### src/rtl/sqr_pkg.sv
// Shared definitions for the folded squarer family.
// Assumes: mode encoding is a single bit, square = 0, product = 1.
package sqr_pkg;

    typedef enum logic {
        SQ_MODE_SQUARE  = 1'b0,
        SQ_MODE_PRODUCT = 1'b1
    } sq_mode_e;

endpackage

### src/rtl/sqr_fold_rows.sv
// Builds the folded partial-product matrix of op*op as N rows of 2N bits.
// Row i holds: the merged diagonal bit op[i]&~op[i-1] at column 2i, the
// adjacent pair bit op[i-1]&op[i] at column 2i+1, and the pair bits
// op[i]&op[j] (j >= i+2) at column i+j+1. The rows add up to op*op.
// Assumes: op is unsigned; N >= 2.
module sqr_fold_rows #(
    parameter int N = 7,
    localparam int W = 2 * N
) (
    input  logic [N-1:0]        op,
    output logic [N-1:0][W-1:0] rows
);

    for (genvar gi = 0; gi < N; gi++) begin : g_row
        if (gi == 0) begin : g_first
            // Row 0: lone diagonal bit; its adjacent pair lives in row 1
            always_comb begin
                rows[gi] = '0;
                rows[gi][0] = op[0];
                for (int j = 2; j < N; j++) begin
                    rows[gi][j + 1] = op[0] & op[j];
                end
            end
        end else begin : g_rest
            // Row i: merged diagonal, adjacent pair, then distant pairs
            always_comb begin
                rows[gi] = '0;
                rows[gi][2 * gi]     = op[gi] & ~op[gi - 1];
                rows[gi][2 * gi + 1] = op[gi] & op[gi - 1];
                for (int j = gi + 2; j < N; j++) begin
                    rows[gi][gi + j + 1] = op[gi] & op[j];
                end
            end
        end
    end

endmodule

### src/rtl/sqr_row_sum.sv
// Adds the N folded rows into a single 2N-bit square.
// Assumes: the rows' true sum fits 2N bits (it is a square of N bits).
module sqr_row_sum #(
    parameter int N = 7,
    localparam int W = 2 * N
) (
    input  logic [N-1:0][W-1:0] rows,
    output logic [W-1:0]        total
);

    // Accumulate the rows; synthesis is free to rebalance into a tree
    always_comb begin
        total = '0;
        for (int i = 0; i < N; i++) begin
            total = total + rows[i];
        end
    end

endmodule

### src/rtl/sqr_fold_squarer.sv
// One folded squarer: matrix generation followed by row summation.
// Assumes: unsigned N-bit input; output is the exact 2N-bit square.
module sqr_fold_squarer #(
    parameter int N = 7,
    localparam int W = 2 * N
) (
    input  logic [N-1:0] op,
    output logic [W-1:0] sq
);

    logic [N-1:0][W-1:0] rows;

    sqr_fold_rows #(.N(N)) u_rows (
        .op   (op),
        .rows (rows)
    );

    sqr_row_sum #(.N(N)) u_sum (
        .rows  (rows),
        .total (sq)
    );

endmodule

### src/rtl/sqr_dual_unit.sv
// Top: square of a, or product a*x formed as ((a+x)^2 - |a-x|^2) / 4.
// Two folded squarers of K+1 bits are shared between the modes: the upper
// one squares a (square mode) or a+x (product mode), the lower one squares
// |a-x|. Purely combinational.
// Assumes: unsigned operands; mode 0 = square, 1 = product.
module sqr_dual_unit
    import sqr_pkg::*;
#(
    parameter int K = 6,
    localparam int N  = K + 1,
    localparam int WS = 2 * N,
    localparam int WR = 2 * K
) (
    input  logic [K-1:0]  a,
    input  logic [K-1:0]  x,
    input  logic          mode,
    output logic [WR-1:0] result
);

    logic [N-1:0]  sum_ax;
    logic [K-1:0]  mag_ax;
    logic [N-1:0]  in_p;
    logic [N-1:0]  in_m;
    logic [WS-1:0] sq_p;
    logic [WS-1:0] sq_m;
    logic [WS-1:0] dif;

    // Operand conditioning: widened sum and magnitude of the difference
    always_comb begin
        sum_ax = {1'b0, a} + {1'b0, x};
        mag_ax = (a >= x) ? (a - x) : (x - a);
        in_p   = (mode == SQ_MODE_PRODUCT) ? sum_ax : {1'b0, a};
        in_m   = {1'b0, mag_ax};
    end

    sqr_fold_squarer #(.N(N)) u_sq_p (
        .op (in_p),
        .sq (sq_p)
    );

    sqr_fold_squarer #(.N(N)) u_sq_m (
        .op (in_m),
        .sq (sq_m)
    );

    // Output select: quarter of the square difference, or the plain square
    always_comb begin
        dif    = sq_p - sq_m;
        result = (mode == SQ_MODE_PRODUCT) ? dif[WR+1:2] : sq_p[WR-1:0];
    end

endmodule

### config.mk
export PLATFORM = sky130hd
export DESIGN_NAME = sqr_dual_unit
export DESIGN_NICKNAME = d
export VERILOG_FILES = /design/src/rtl/sqr_pkg.sv /design/src/rtl/sqr_fold_rows.sv /design/src/rtl/sqr_row_sum.sv /design/src/rtl/sqr_fold_squarer.sv /design/src/rtl/sqr_dual_unit.sv
export SDC_FILE = /design/constraint.sdc
export NUM_CORES = 1
export LEC_CHECK = 0
export ABC_AREA = 0
export BUFFER_PORTS_ARGS = -buffer_cell sky130_fd_sc_hd__buf_2
export CAP_MARGIN = 15
export CORE_ASPECT_RATIO = 1.75
export CORE_MARGIN = 10
export CORE_UTILIZATION = 55
export DETAILED_ROUTE_END_ITERATION = 7
export PLACE_DENSITY = 0.75
export SYNTH_ARGS = -nofsm -noshare
export SYNTH_HDL_FRONTEND = slang
export SYNTH_SLANG_ARGS = --single-unit
### constraint.sdc
create_clock -name vclk -period 13.6
set_input_delay 1.36 -clock vclk [all_inputs]
set_output_delay 1.36 -clock vclk [all_outputs]
set_load 0.01 [all_outputs]
==> summary.md <==
| Metric | Value |
|---|---|
| Cell variety after synth | 43 |
| Setup TNS | 0 ns |
| RSZ-0062 raised after global routing | no |
| Worst Path Arrival | 7.45 ns |
| Total power | 0.0006440 W |
| Critical Path Start Type | input pin |
| DRT antenna net count | 0 |
| Max-cap viol count | 0 |
| Initial core utilization | 56.02% |
| Syn Nets | 428 |
| Vias in the first global route | 2446 |
| DRC violations left | 0 |
| Global-route wire length before repair | 10740 um |
| Non-Filler Instances | 411 |
| WP buf/inv | 5 |
| Area share of the largest cell type after synthesis | 28.24% |
| Die height | 111.2 um |
| Post-synth top area cell | ha_1 |
| Register area share after synthesis | 0% |
| Switching power | 0.0003500 W |
| Share of total power in combinational logic | 100.0% |
| Routed len/inst | 14.66 um |
| I/O pins | 25 |
| Main combinational cell family by area after synthesis | adder cells |
| Placement Cell Area | 2765 sq um |
| WHS | 3.210 ns |
| Synth Area in XOR/XNOR | 10.29% |
| Die W | 72.11 um |
| Detailed placement HPWL | 5352 um |
| Core outline area | 4666 sq um |
| Pre-antenna DRT Iters | 4 |
| CP max stage cell | fa_1 |
| Most common cell after layout, fill and taps aside | ha_1 |
| Sequential cells | 0 |
| Post-Synth Adder-Cell Area | 39.73% |
| Seq pwr share | 0% |
| Most Used Layer, Global Route | met2 |
| Top delay family on crit path | compound AO/OA/AOI/OAI gates |
| Post-Syn Area per Cell | 7.665 sq um |
| Synth Area in Compound Gates | 19.44% |
| GR Util met1 | 16.81% |
| CP Capture Type | output pin |
| Clock buffers | 0 |
| F_max | 113.5 MHz |
| Top post-synthesis cells by area | ha_1, fa_1, xnor2_1 |
| Power Density | 232.9 nW/um^2 |
| # fillers | 474 |
| Final Hold Viols | 0 |
| Finish-stage setup viols | 0 |
| Outcome | complete, no violations |
| Sw Ratio | 54.36% |
| Synthesized area | 2614 sq um |
| Worst-Margin Slew | 0.7248 ns |
| CP Max Fanout | 7 |
| Synthesis Warnings | 0 |
| Multiplexer share of the synthesized area | 4.500% |
| Initial antenna violation count | 0 |
| Min Tclk post-route | 8.807 ns |
| P&R area growth vs syn | 5.792% |
| Final #Nets | 448 |
| Layout cell share with drive strength beyond 1 | 10.58% |
| Mean number of vias per cell | 5.640 |
| Total GRT Usage | 15.37% |
| Fin. max-slew vios | 0 |
| Largest net degree at the start of global routing | 20 |
| Vias | 2318 |
| Cts hold-fix bufs | 0 |
| Worst VDD drop | 0.0002770 V |
| Met2 usage | 29.64% |
| Final WL | 6027 um |
| Post-route design area | 2765 sq um |
| Int Power | 0.0002939 W |
| Most frequent cells in the layout | ha_1, inv_1, nor2_1 |
| Global placer's final weighted congestion | 0.9529 |
| CP required | 12.24 ns |
| Cell leakage power | 1.462 nW |
| Most used cell, CP | a21oi_1 |
| Synth Area in Simple Gates | 18.67% |
| Total gr overflow | 0 |
| Register area | 0 sq um |
| Clock power frac | 0% |
| Relative slew slack | 51.17% |
| Row count | 33 |
| Worst hold path class | input pin to output pin |
| First DRT Iteration DRCs | 79 |
| Met3 Usage GRT | 0.6272% |
| Final Cycle Share | 64.76% |
| Antenna cells | 0 |
| Post_cts resized | 0 |
| Setup repair bufs after CTS | 0 |
| DIE AREA | 8018 sq um |
| Placed cell count | 411 |
| IO Port Bufs | 25 |
| Synthesized instance count | 341 |
| Slowest cell delay on critical path | 0.51 ns |
| Kind of critical path | input pin to output pin |
-- final cells by class --
| class | instances | area (sq um) | area share, % |
|---|---|---|---|
| Inverter | 41 | 153.9 | 5.566 |
| Multi-Input combinational cell | 293 | 2421 | 87.56 |
| Tap cell | 52 | 65.06 | 2.353 |
| Timing Repair Buffer | 25 | 125.1 | 4.525 |
-- cell usage after synthesis (5+ instances only) --
master / number
mux2_2: 5
o21ai_0: 17
mux2i_1: 5
fa_1: 15
ha_1: 59
nor3_1: 6
a21oi_1: 30
nor2_1: 35
o21a_1: 5
inv_1: 41
nor2b_1: 14
nand2_1: 22
xnor2_1: 23
nand2b_1: 7
o21bai_1: 6
a21o_1: 7
xor2_1: 5
-- tightest hold or removal path, cell delays in order --
cell,delay (ns)
buf_2,0.15
nor2_1,0.13
a21oi_1,0.07
buf_2,0.14
-- metal layers --
metal | share of wire, % | up-vias | wire length (um)
met2 | 54 | 48 | 3269
met5 | 0 | - | 0
met1 | 41 | 1054 | 2446
met4 | 3.0 | 0 | 180
met3 | 2.2 | 14 | 131
li1 | - | 1202 | -
-- path summary, 6_finish.rpt --
| path | startpoint | endpoint | slack, ns | depth (start not counted) |
|---|---|---|---|---|
| setup / recovery | a[0] | result[11] | 4.79 | 27 |
| hold / removal | a[0] | result[0] | 3.21 | 4 |
-- through the flow --
| stage | setup WS, ns | utilization, % |
|---|---|---|
| floorplan | 5.672 | - |
| global placement | 4.797 | 59.27 |
| detailed placement | 4.760 | 59.27 |
| CTS | 4.756 | 59.27 |
| global route | 4.212 | 59.27 |
| finish | 4.793 | 59.27 |
-- cell families (layout without fill, tap and decap cells) --
logic type / count (synthesis) / in the layout
adder cells (fa/ha/maj): 74 / 74
multiplexers: 11 / 11
XOR/XNOR: 29 / 29
AO/OA/AOI/OAI: 80 / 80
AND/OR/NAND/NOR: 99 / 99
buffers and inverters: 48 / 66
-- power by group through the flow --
stage	clock, W	combinational, W	sequential [W]
3_5_place_dp	0	0.000642	0
4_1_cts	0	0.000646	0
5_1_grt	0	0.000730	0
6_report	0	0.000644	0
2_1_floorplan	0	0.000493	0
3_3_place_gp	0	0.000636	0
(Power assumes the default switching activity.)
